### src/rtl/pipe_ctl_chain.sv
module pipe_ctl_chain (
  input  logic       clk,
  input  logic       rst_n,
  input  logic       fetch_valid,
  input  logic [5:0] fetch_op,
  input  logic [5:0] fetch_fn,
  input  logic       stall,
  input  logic       flush,
  output logic       ex_valid,
  output logic       ex_ext_sign,
  output logic       ex_alu_imm,
  output logic [1:0] ex_alu_op,
  output logic       ex_dst_rd,
  output logic       mem_valid,
  output logic       mem_write,
  output logic       mem_branch,
  output logic       wb_valid,
  output logic       wb_from_mem,
  output logic       rf_we
);
  localparam logic [5:0] OP_REG  = 6'h00;
  localparam logic [5:0] OP_LOAD = 6'h23;
  localparam logic [5:0] OP_STOR = 6'h2B;
  localparam logic [5:0] OP_BEQ  = 6'h04;
  localparam logic [5:0] OP_ADDI = 6'h08;
  localparam logic [5:0] OP_ORI  = 6'h0D;
  localparam logic [5:0] FN_ADD  = 6'h20;
  localparam logic [5:0] FN_SUB  = 6'h22;
  localparam logic [5:0] FN_AND  = 6'h24;
  localparam logic [5:0] FN_OR   = 6'h25;

  logic       id_v, ex_v, mem_v, wb_v;
  logic [5:0] id_op, id_fn;
  logic [8:0] dec, ex_c;
  logic [3:0] mem_c;
  logic [1:0] wb_c;

  // word: ext, imm, op[1:0], dst | mem_wr, branch | from_mem, reg_wr
  always_comb begin
    dec = '0;
    case (id_op)
      OP_REG: case (id_fn)
        FN_ADD: dec = 9'b0_0_00_1_00_01;
        FN_SUB: dec = 9'b0_0_01_1_00_01;
        FN_AND: dec = 9'b0_0_10_1_00_01;
        FN_OR:  dec = 9'b0_0_11_1_00_01;
        default: dec = '0;
      endcase
      OP_LOAD: dec = 9'b1_1_00_0_00_11;
      OP_STOR: dec = 9'b1_1_00_0_10_00;
      OP_BEQ:  dec = 9'b1_0_01_0_01_00;
      OP_ADDI: dec = 9'b1_1_00_0_00_01;
      OP_ORI:  dec = 9'b0_1_11_0_00_01;
      default: dec = '0;
    endcase
  end

  always_ff @(posedge clk) begin
    if (!rst_n) begin
      id_v <= 1'b0; id_op <= '0; id_fn <= '0;
      ex_v <= 1'b0; ex_c <= '0;
      mem_v <= 1'b0; mem_c <= '0;
      wb_v <= 1'b0; wb_c <= '0;
    end else begin
      if (!stall) begin
        id_op <= fetch_op;
        id_fn <= fetch_fn;
      end
      id_v <= flush ? 1'b0 : (stall ? id_v : fetch_valid);
      ex_v <= stall ? 1'b0 : id_v;
      ex_c <= stall ? '0 : dec;
      mem_v <= ex_v;
      mem_c <= ex_c[3:0];
      wb_v <= mem_v;
      wb_c <= mem_c[1:0];
    end
  end

  assign ex_valid    = ex_v;
  assign ex_ext_sign = ex_c[8];
  assign ex_alu_imm  = ex_c[7];
  assign ex_alu_op   = ex_c[6:5];
  assign ex_dst_rd   = ex_c[4];
  assign mem_valid   = mem_v;
  assign mem_write   = mem_v & mem_c[3];
  assign mem_branch  = mem_v & mem_c[2];
  assign wb_valid    = wb_v;
  assign wb_from_mem = wb_c[1];
  assign rf_we       = wb_v & wb_c[0];


  stall_bubble_chk: assert property (@(posedge clk) disable iff (!rst_n)
    stall |=> !ex_valid);

  stall_hold_chk: assert property (@(posedge clk) disable iff (!rst_n)
    (stall && !flush) |=> (id_v == $past(id_v)) && $stable(id_op) && $stable(id_fn));

  flush_kill_chk: assert property (@(posedge clk) disable iff (!rst_n)
    flush |=> !id_v);

  mem_write_src_chk: assert property (@(posedge clk) disable iff (!rst_n)
    mem_write |-> $past(ex_v && ex_c[3]));

  rf_we_src_chk: assert property (@(posedge clk) disable iff (!rst_n)
    rf_we |-> $past(mem_v && mem_c[0]));

  fetch_idle_chk: assert property (@(posedge clk) disable iff (!rst_n)
    (!fetch_valid && !stall) |=> !id_v);
endmodule

### config.mk
export PLATFORM = sky130hd
export DESIGN_NAME = pipe_ctl_chain
export DESIGN_NICKNAME = d
export VERILOG_FILES = /design/src/rtl/pipe_ctl_chain.sv
export SDC_FILE = /design/constraint.sdc
export NUM_CORES = 1
export LEC_CHECK = 0
export ABC_AREA = 1
export ABC_CLOCK_PERIOD_IN_PS = 1630
export BUFFER_PORTS_ARGS = -buffer_cell sky130_fd_sc_hd__buf_4
export CORE_MARGIN = 2
export CORE_UTILIZATION = 40
export CTS_CLUSTER_DIAMETER = 40
export CTS_CLUSTER_SIZE = 16
export DETAILED_ROUTE_END_ITERATION = 8
export GPL_ROUTABILITY_DRIVEN = 0
export PLACE_DENSITY = 0.65
export SYNTH_ARGS = -nofsm -noshare
export SYNTH_HDL_FRONTEND = slang
export SYNTH_SLANG_ARGS = --single-unit
### constraint.sdc
create_clock -name clk -period 1.63 [get_ports clk]
set_input_delay 0.0815 -clock clk [delete_from_list [all_inputs] [get_ports clk]]
set_output_delay 0.0815 -clock clk [all_outputs]
set_load 0.02 [all_outputs]
# Word-level counts from Yosys, hierarchy flattened

Index checks and enable logic that the tools add are counted.

Eq/ne operators: 9
Reduce and logical (&&, ||, !) cells: 3
Bitwise operators: 4
Multiplexer cells: 2

Operators by type and width:

| operator                                             | number |
|---|---|
| case mux 9 bit (6 select lines)                      | 1 |
| equality test 6 bit (second input constant)          | 6 |
| case mux 7 bit (4 select lines)                      | 1 |
| equality test 6 x 4 -> 1 bit (second input constant) | 2 |
| equality test 6 x 3 -> 1 bit (second input constant) | 1 |
| logical NOT 6 bit                                    | 1 |
| OR reduction 2 bit                                   | 2 |
| AND 1 bit                                            | 3 |
| inverter 1 bit                                       | 1 |

Output and inout bits: 12
Flip-flop bits (word level): 31
Word-level logic and storage cells: 27

# Longest topological paths before layout

Gate-level depths: netlist of run 1.

Word-level depth: 3
Gate-level depth with buffers: 8
Gate-level depth less buffers: 8

# Least setup slack after synthesis of run 1

No wires, ideal clock.

Path kind: register to register
Start point: register id_op[5]
End point: register ex_c[6]
Slack: 715 ps
Arrival time: 849 ps
Path buffers: 0
Stages on the path, launching flop included: 6
Setup time: 66 ps
Cells stage by stage: dfxtp_1 -> nor2_4 -> nand3_1 -> nand3_2 -> nand2_2 -> a21oi_2

Word-level cells in the longest chain between the ends: 2

RTL lines:

| item                                                 | RTL line | RTL |
|---|---|---|
| start: declaration                                   | 33       | `logic [5:0] id_op, id_fn;` |
| start signal: assignment                             | 66       | `id_op <= fetch_op;` |
| equality test 6 x 4 -> 1 bit (tied with other cells) | 41       | `case (id_op)` |
| case mux 9 bit (6 select lines) (*)                  | 41       |  |
| end signal: assignment                               | 71       | `ex_c <= stall ? '0 : dec;` |
| end: declaration                                     | 34       | `logic [8:0] dec, ex_c;` |

Every way passes the cells marked *; elsewhere a longest branch is shown, timed or not.
A chain may end at the register's enable or synchronous reset.

# Worst setup path after layout of run 1

Start point: register id_op[3]
End point: register ex_c[6]

The elaborated chain is that of the path after synthesis.

==> metrics.json, run 1 <==
{
  "power.internal": {"value": 0.001221, "unit": "W"},
  "numCtsBuffers": {"value": 5},
  "power.share.sequential": {"value": 50.6, "unit": "%"},
  "leakage": {"value": 0.8381, "unit": "nW"},
  "grtUsageMet2": {"value": 24.02, "unit": "%"},
  "setup_viol_count_final": {"value": 0},
  "fill_cells": {"value": 282},
  "postSynthRegisterBits": {"value": 31},
  "final_layout_size_suffix_gt1_share": {"value": 28.72, "unit": "%"},
  "setup_repair_after_global_routing_missed_its_margin": {"value": "no"},
  "p_per_area": {"value": 984.9, "unit": "nW/µm²"},
  "clock_power_share": {"value": 39.1, "unit": "%"},
  "floorplan.die.width": {"value": 59.26, "unit": "µm"},
  "dr_total_vias": {"value": 1031},
  "drt_first_pass_iters": {"value": 2},
  "fin_skew": {"value": 0.009499, "unit": "ns"},
  "ys_warn_count": {"value": 0},
  "top_level_ports": {"value": 29},
  "worst_hold_path_type": {"value": "in -> reg"},
  "achievable-frequency": {"value": 0.9202, "unit": "GHz"},
  "status": {"value": "finished clean"},
  "grtUsageMet3": {"value": 6.332, "unit": "%"},
  "grt-ovfl-total": {"value": 0},
  "post_placement_cell_area": {"value": 1433, "unit": "µm²"},
  "clock_period_minus_final_worst_setup_slack": {"value": 1.087, "unit": "ns"},
  "std_cell_rows": {"value": 20},
  "most_used_cells_in_the_layout_excluding_fill_and_tap_cells": {"value": "31 x sky130_fd_sc_hd__dfxtp_1, 28 x sky130_fd_sc_hd__buf_4, 24 x sky130_fd_sc_hd__nand2_1, 24 x sky130_fd_sc_hd__inv_1, 21 x sky130_fd_sc_hd__nor2_1"},
  "cts-htree-levels": {"value": 2},
  "critical_path.max_fanout": {"value": 4},
  "ant_nets": {"value": 0},
  "netSwitchingFraction": {"value": 22.94, "unit": "%"},
  "initial_core_util": {"value": 41.01, "unit": "%"},
  "final_common_cell": {"value": "sky130_fd_sc_hd__dfxtp_1"},
  "worstPathArrival": {"value": 1.35, "unit": "ns"},
  "remaining_drc_errors": {"value": 0},
  "port_buffers": {"value": 28},
  "nNetsFinal": {"value": 211},
  "antenna_diode_count": {"value": 0},
  "post-route-cell-area": {"value": 1609, "unit": "µm²"},
  "critical_path.startpoint_type": {"value": "flip-flop"},
  "worstSetupEndpointType": {"value": "flip-flop"},
  "track_usage": {"value": 14.51, "unit": "%"},
  "floorplan.die.height": {"value": 59.26, "unit": "µm"},
  "p_sw": {"value": 0.0003635, "unit": "W"},
  "tritoncts": {"value": "built"},
  "synthCells": {"value": 156},
  "hpwl": {"value": 1622, "unit": "µm"},
  "cts_repair_resize_count": {"value": 0},
  "layout.core_utilization": {"value": 54.03, "unit": "%"},
  "post_synth_num_cell_types": {"value": 20},
  "timing.setup.critical_path_class": {"value": "reg -> reg"},
  "via_to_cell_ratio": {"value": 4.522},
  "wire_per_inst": {"value": 9.662, "unit": "µm"},
  "report.final.slew_viol_count": {"value": 0},
  "portion_of_the_post_synthesis_area_used_by_sequential_elements": {"value": 50.82, "unit": "%"},
  "worst_setup_hold_path_clk_slew": {"value": 0.09, "unit": "ns"},
  "routed_wirelength": {"value": 2203, "unit": "µm"},
  "maxCapViolCount": {"value": 0},
  "final_cells": {"value": 228},
  "dp_cells": {"value": 211},
  "worstPathCellList": {"value": "inv_2 -> nor2_1 -> nand3_1 -> nand3_2 -> nand2_2 -> a21oi_2"},
  "grt_start_max_net_pins": {"value": 25},
  "critical_path.max_stage_delay": {"value": 0.37, "unit": "ns"},
  "synth.net_count": {"value": 173},
  "drt_iter0_markers": {"value": 18},
  "peak_supply_drop": {"value": 0.4480, "unit": "mV"},
  "finalSetupTns": {"value": 0, "unit": "ns"},
  "area_growth_syn_to_layout": {"value": 31.76, "unit": "%"},
  "share_comb_of_total_power": {"value": 10.3, "unit": "%"},
  "worst_path_max_delay_cell": {"value": "sky130_fd_sc_hd__dfxtp_1"},
  "top_usage_layer": {"value": "met2"},
  "overall_die_area": {"value": 3511, "unit": "µm²"},
  "number_of_antenna_violations_at_the_first_check_in_global_routing": {"value": 0},
  "placeableCoreArea": {"value": 2978, "unit": "µm²"},
  "max_slew_margin": {"value": 83.18, "unit": "%"},
  "clock-root-buffer": {"value": "sky130_fd_sc_hd__clkbuf_4"},
  "grt_first_pass_wirelength": {"value": 3698, "unit": "µm"},
  "syn_avg_cell_area": {"value": 7.828, "unit": "µm²"},
  "timing.critical_path.required": {"value": 1.90, "unit": "ns"},
  "period_share": {"value": 66.67, "unit": "%"},
  "hold_vio_cnt_final": {"value": 0},
  "number_of_global_route_vias_before_repair": {"value": 934},
  "clk_latency": {"value": 0.34, "unit": "ns"},
  "worstMarginPinSlew": {"value": 0.2523, "unit": "ns"},
  "clkSinkCount": {"value": 31},
  "syn-cell-area": {"value": 1221, "unit": "µm²"},
  "globalRouteMet1Util": {"value": 15.00, "unit": "%"},
  "max-clock-path-buffers": {"value": 2}
}
-- timing repair --
| action | CTS | global route |
|---|---|---|
| hold buffers | 9 | 0 |
| hold endpoints to repair | 9 | 0 |
| buffers inserted | 0 | 0 |
-- critical path: cells and delay by family, from the launching register on --
family	cells	cell delay (ns)
AND/OR/NAND/NOR	4	0.47
AO/OA/AOI/OAI	1	0.12
buffers and inverters	1	0.06
flip-flops	1	0.37
-- stage by stage --
stage               power [W]  setup WS (ns)  hold WS (ns)
global placement    0.0009614         0.6296        0.2504
global route         0.001661         0.3794       0.01600
CTS                  0.001606         0.5421      0.001423
floorplan           0.0009151         0.7152        0.1598
detailed placement  0.0009663         0.5705        0.2513
finish               0.001585         0.5432      0.006754
-- final cells by class --
cell class | count | area, µm² | area share (%)
Sequential cell | 31 | 620.6 | 38.57
Multi-Input combinational cell | 89 | 447.9 | 27.84
Timing Repair Buffer | 37 | 300.3 | 18.66
Inverter | 30 | 112.6 | 6.998
Clock buffer | 6 | 51.30 | 3.188
Tap cell | 33 | 41.29 | 2.566
Clock inverter | 2 | 35.03 | 2.177
-- cells in the mapped netlist (all sizes together) --
cell type | number | share of area, %
inv | 30 | 9.2
buf | 6 | 3.3
nand3 | 8 | 4.5
dfxtp | 31 | 51
nand2 | 26 | 8.4
nor4 | 1 | 0.51
a211oi | 1 | 1.0
nor2 | 26 | 9.8
nand4 | 3 | 1.5
a21oi | 11 | 5.1
o21ai | 11 | 4.5
and3 | 1 | 0.61
o21a | 1 | 0.61
-- layer usage --
metal | part of all wire (%) | vias to the layer above
li1 | - | 556
met1 | 44 | 439
met2 | 47 | 30
met3 | 6.6 | 6
met4 | 2.2 | 0
met5 | 0 | -
-- cell families (layout without fill, tap and decap cells) --
kind of cell	Yosys count	count (layout)	synth area share, %
compound gates	24	24	11.27
simple gates	65	65	25.41
flops	31	31	50.82
buf+inv	36	75	12.50
-- flip-flops by register name (all words and copies together), names as in the netlist --
name / cells
ex_c: 9
id_fn: 6
id_op: 6
mem_c: 4
wb_c: 2
ex_valid: 1
id_v: 1
mem_valid: 1
wb_valid: 1
-- path summary, 6_finish.rpt --
kind / slack [ns] / cells past startpoint / to / from
max reg2reg: 0.54 / 6 / ex_c[6] / id_op[3]
min reg2reg: 0.42 / 2 / wb_c[0] / mem_c[0]
min: 0.007 / 3 / id_op[2] / fetch_op[2]
max: 0.54 / 6 / ex_c[6] / id_op[3]
-- power groups by stage --
stage	clock network, W	logic [W]	registers (W)
after CTS	0.000641	0.000163	0.000802
after global routing	0.000672	0.000183	0.000805
after global placement	0	0.000143	0.000818
final	0.000620	0.000163	0.000802
after floorplan	0	0.0000961	0.000819
after detailed placement	0	0.000146	0.000820
(Power assumes the default switching activity.)
==> run 2: changes to the inputs <==
--- a/config.mk
+++ b/config.mk
@@ -6,7 +6,7 @@
 export NUM_CORES = 1
 export LEC_CHECK = 0
 export ABC_AREA = 1
-export ABC_CLOCK_PERIOD_IN_PS = 1630
+export ABC_CLOCK_PERIOD_IN_PS = 1100
 export BUFFER_PORTS_ARGS = -buffer_cell sky130_fd_sc_hd__buf_4
 export CORE_MARGIN = 2
 export CORE_UTILIZATION = 40
==> constraint.sdc (replaced) <==
create_clock -name clk -period 1.1 [get_ports clk]
set_input_delay 0.055 -clock clk [delete_from_list [all_inputs] [get_ports clk]]
set_output_delay 0.055 -clock clk [all_outputs]
set_load 0.02 [all_outputs]
==> metrics.json, run 2 (synthesis gave the netlist of run 1 again) <==
{
  "worstSetupPathDepth": {"value": 5, "change": "-1"},
  "top_level_ports": {"value": 29, "change": "unchanged"},
  "hold_ws": {"value": 0.08729, "unit": "ns", "change": "+0.08054 ns"},
  "tritoncts": {"value": "built"},
  "dr_total_vias": {"value": 1079, "change": "+4.7%"},
  "wire_per_inst": {"value": 9.709, "unit": "µm", "change": "+0.49%"},
  "floorplan.die.height": {"value": 59.26, "unit": "µm", "change": "unchanged"},
  "clk_latency": {"value": 0.33, "unit": "ns", "change": "about the same"},
  "status": {"value": "finished clean"},
  "setup_viol_count_final": {"value": 0, "change": "unchanged"},
  "timing.critical_path.required": {"value": 1.37, "unit": "ns", "change": "-0.53 ns"},
  "met2WireLength": {"value": 1122, "unit": "µm", "change": "+7.9%"},
  "timing.setup.critical_path_class": {"value": "reg -> reg"},
  "hpwl": {"value": 1696, "unit": "µm", "change": "+4.5%"},
  "critical_path.startpoint_type": {"value": "flip-flop"},
  "clock_period_minus_final_worst_setup_slack": {"value": 1.030, "unit": "ns", "change": "-0.05662 ns"},
  "worst_path_max_delay_cell": {"value": "sky130_fd_sc_hd__dfxtp_2"},
  "nNetsFinal": {"value": 217, "change": "+2.8%"},
  "cts_post_setup_buffers_inserted": {"value": 0, "change": "unchanged"},
  "initial_core_util": {"value": 41.01, "unit": "%", "change": "unchanged"},
  "max-clock-path-buffers": {"value": 2, "change": "unchanged"},
  "setup.worst_path.start": {"value": "id_op[4]"},
  "hold_vio_cnt_final": {"value": 0, "change": "unchanged"},
  "max_reg_flops": {"value": 9, "change": "unchanged"},
  "worst_setup_hold_path_clk_slew": {"value": 0.10, "unit": "ns", "change": "about the same"},
  "met3RoutedLength": {"value": 131, "unit": "µm", "change": "-9.7%"},
  "critical_path.max_fanout": {"value": 5, "change": "+1"},
  "p_per_area": {"value": 1313, "unit": "nW/µm²", "change": "+33%"},
  "number_of_global_route_vias_before_repair": {"value": 985, "change": "+5.5%"},
  "remaining_drc_errors": {"value": 0, "change": "unchanged"},
  "final_common_cell": {"value": "sky130_fd_sc_hd__buf_4"},
  "fin_skew": {"value": 0.01089, "unit": "ns", "change": "+0.001387 ns"},
  "length_of_routed_wiring_on_met1": {"value": 975, "unit": "µm", "change": "+0.83%"},
  "peak_supply_drop": {"value": 0.6846, "unit": "mV", "change": "+53%"},
  "worstSetupEndpointType": {"value": "flip-flop"},
  "track_usage": {"value": 15.23, "unit": "%", "change": "+0.73 points"},
  "worstPathCellList": {"value": "nor2_4 -> nand4_1 -> nand2_1 -> inv_1 -> a21oi_2"},
  "critical_path.max_stage_delay": {"value": 0.34, "unit": "ns", "change": "-0.03 ns"},
  "port_buffers": {"value": 28, "change": "unchanged"},
  "critical-path-top-delay-family": {"value": "simple AND/OR/NAND/NOR gates"},
  "period_share": {"value": 93.65, "unit": "%", "change": "+27 points"},
  "std_cell_rows": {"value": 20, "change": "unchanged"},
  "report.final.slew_viol_count": {"value": 0, "change": "unchanged"},
  "biggest_registers_after_layout": {"value": "ex_c x9, id_fn x6, id_op x6"},
  "min_delay_path_depth": {"value": 3, "change": "unchanged"},
  "reg2reg_from": {"value": "id_op[4]"},
  "via_to_cell_ratio": {"value": 4.611, "change": "+2.0%"},
  "drt_first_pass_iters": {"value": 4, "change": "+2"},
  "report.power.total": {"value": 0.002209, "unit": "W", "change": "+39%"},
  "antenna_diode_count": {"value": 0, "change": "unchanged"},
  "registers.top_by_ff_count": {"value": "ex_c"},
  "drt_iter0_markers": {"value": 14, "change": "-4"},
  "worstMarginPinSlew": {"value": 0.2519, "unit": "ns", "change": "-0.0004292 ns"},
  "number_of_buffer_and_inverter_stages_on_the_critical_path": {"value": 1, "change": "unchanged"},
  "routed_wirelength": {"value": 2272, "unit": "µm", "change": "+3.1%"},
  "clock-root-buffer": {"value": "sky130_fd_sc_hd__clkbuf_4"},
  "timing.reg2reg.setup_slack": {"value": 0.07, "unit": "ns", "change": "-0.47 ns"},
  "number_of_antenna_violations_at_the_first_check_in_global_routing": {"value": 0, "change": "unchanged"},
  "ff2ff_path_depth": {"value": 5, "change": "-1"},
  "holdCritStartpoint": {"value": "rst_n"},
  "area_growth_syn_to_layout": {"value": 37.81, "unit": "%"},
  "max_slew_margin": {"value": 83.21, "unit": "%", "change": "about the same"},
  "overall_die_area": {"value": 3511, "unit": "µm²", "change": "unchanged"},
  "floorplan.die.width": {"value": 59.26, "unit": "µm", "change": "unchanged"},
  "placeableCoreArea": {"value": 2978, "unit": "µm²", "change": "unchanged"},
  "ant_nets": {"value": 0, "change": "unchanged"},
  "clkSinkCount": {"value": 31, "change": "unchanged"},
  "maxCapViolCount": {"value": 0, "change": "unchanged"},
  "grt-ovfl-total": {"value": 0, "change": "unchanged"},
  "top_signal_layer_used": {"value": "met4"},
  "worstPathArrival": {"value": 1.30, "unit": "ns", "change": "-0.05 ns"},
  "setup_repair_after_global_routing_missed_its_margin": {"value": "yes"},
  "leakage": {"value": 0.8600, "unit": "nW", "change": "+2.6%"},
  "numCtsBuffers": {"value": 5, "change": "unchanged"},
  "worst_hold_path_type": {"value": "in -> reg"},
  "final_layout_size_suffix_gt1_share": {"value": 33.33, "unit": "%", "change": "+4.6 points"},
  "grt_first_pass_wirelength": {"value": 3857, "unit": "µm", "change": "+4.3%"},
  "achievable-frequency": {"value": 0.9707, "unit": "GHz", "change": "+5.5%"},
  "most_used_cells_in_the_layout_excluding_fill_and_tap_cells": {"value": "29 x sky130_fd_sc_hd__buf_4, 26 x sky130_fd_sc_hd__dfxtp_1, 24 x sky130_fd_sc_hd__inv_1, 22 x sky130_fd_sc_hd__nand2_1, 18 x sky130_fd_sc_hd__nor2_1"},
  "cts-htree-levels": {"value": 2, "change": "unchanged"},
  "grt_start_max_net_pins": {"value": 25, "change": "unchanged"}
}
[run 2: cell types whose count changed in the layout (fill, tap and decap cells not counted), sizes merged]
cell | previous run | this run
bufinv | 1 | 0
clkbuf | 6 | 8
clkinv | 1 | 0
dlygate4sd3 | 9 | 14
buf | 28 | 29
[run 2: layout make-up]
| cell class | count | area, µm² |
|---|---|---|
| fillers | 284 | 1295 |
| flip-flops and latches | 31 | 626.9 |
| inverters | 30 | 112.6 |
| repair buffers | 43 | 357.8 |
| well taps | 33 | 41.29 |
| multi-input cells | 89 | 475.5 |
| clock buffers | 8 | 68.82 |
[run 2: where the power goes]
group	total, W	internal, W	switching, W	leakage [nW]
Clock	0.000745	0.000376	0.000369	0.0386
Sequential	0.00120	0.00116	0.0000318	0.255
Combinational	0.000269	0.000131	0.000138	0.567
Total	0.00221	0.00167	0.000539	0.860
[run 2: what timing repair did]
action | CTS | global route
resized for setup | 0 | 13
endpoints found under the hold margin | 13 | 0
hold buffers | 14 | 0
endpoints found under the setup margin | 0 | 5
[run 2: tightest hold or removal path: cells and delay by family]
kind	cells	cell delay, ns
buf+inv	2	0.27
compound gates	1	0.06
[run 2: through the flow]
stage          instances  worst slack [ns]  util, %   TNS, ns  cell area, µm²
2_1_floorplan        156            0.1852        -         0            1221
3_3_place_gp         212           0.09763    48.36         0            1440
3_5_place_dp         212           0.06779    48.36         0            1440
4_1_cts              234           0.03146    55.38         0            1649
5_1_grt              234          -0.01941    56.51  -0.04647            1683
6_report             234           0.06985    56.51         0            1683
[run 2: worst paths after layout]
path,endpoint
setup / recovery,ex_c[5]
hold / removal,id_op[4]
setup reg to reg,ex_c[5]
hold reg to reg,wb_c[0]
[run 2: per-layer routing]
| layer | vias up | GRT usage (%) |
|---|---|---|
| met1 | 478 | 15.69 |
| met5 | - | 0 |
| li1 | 564 | - |
| met3 | 5 | 7.205 |
| met4 | 0 | 6.818 |
| met2 | 32 | 26.06 |
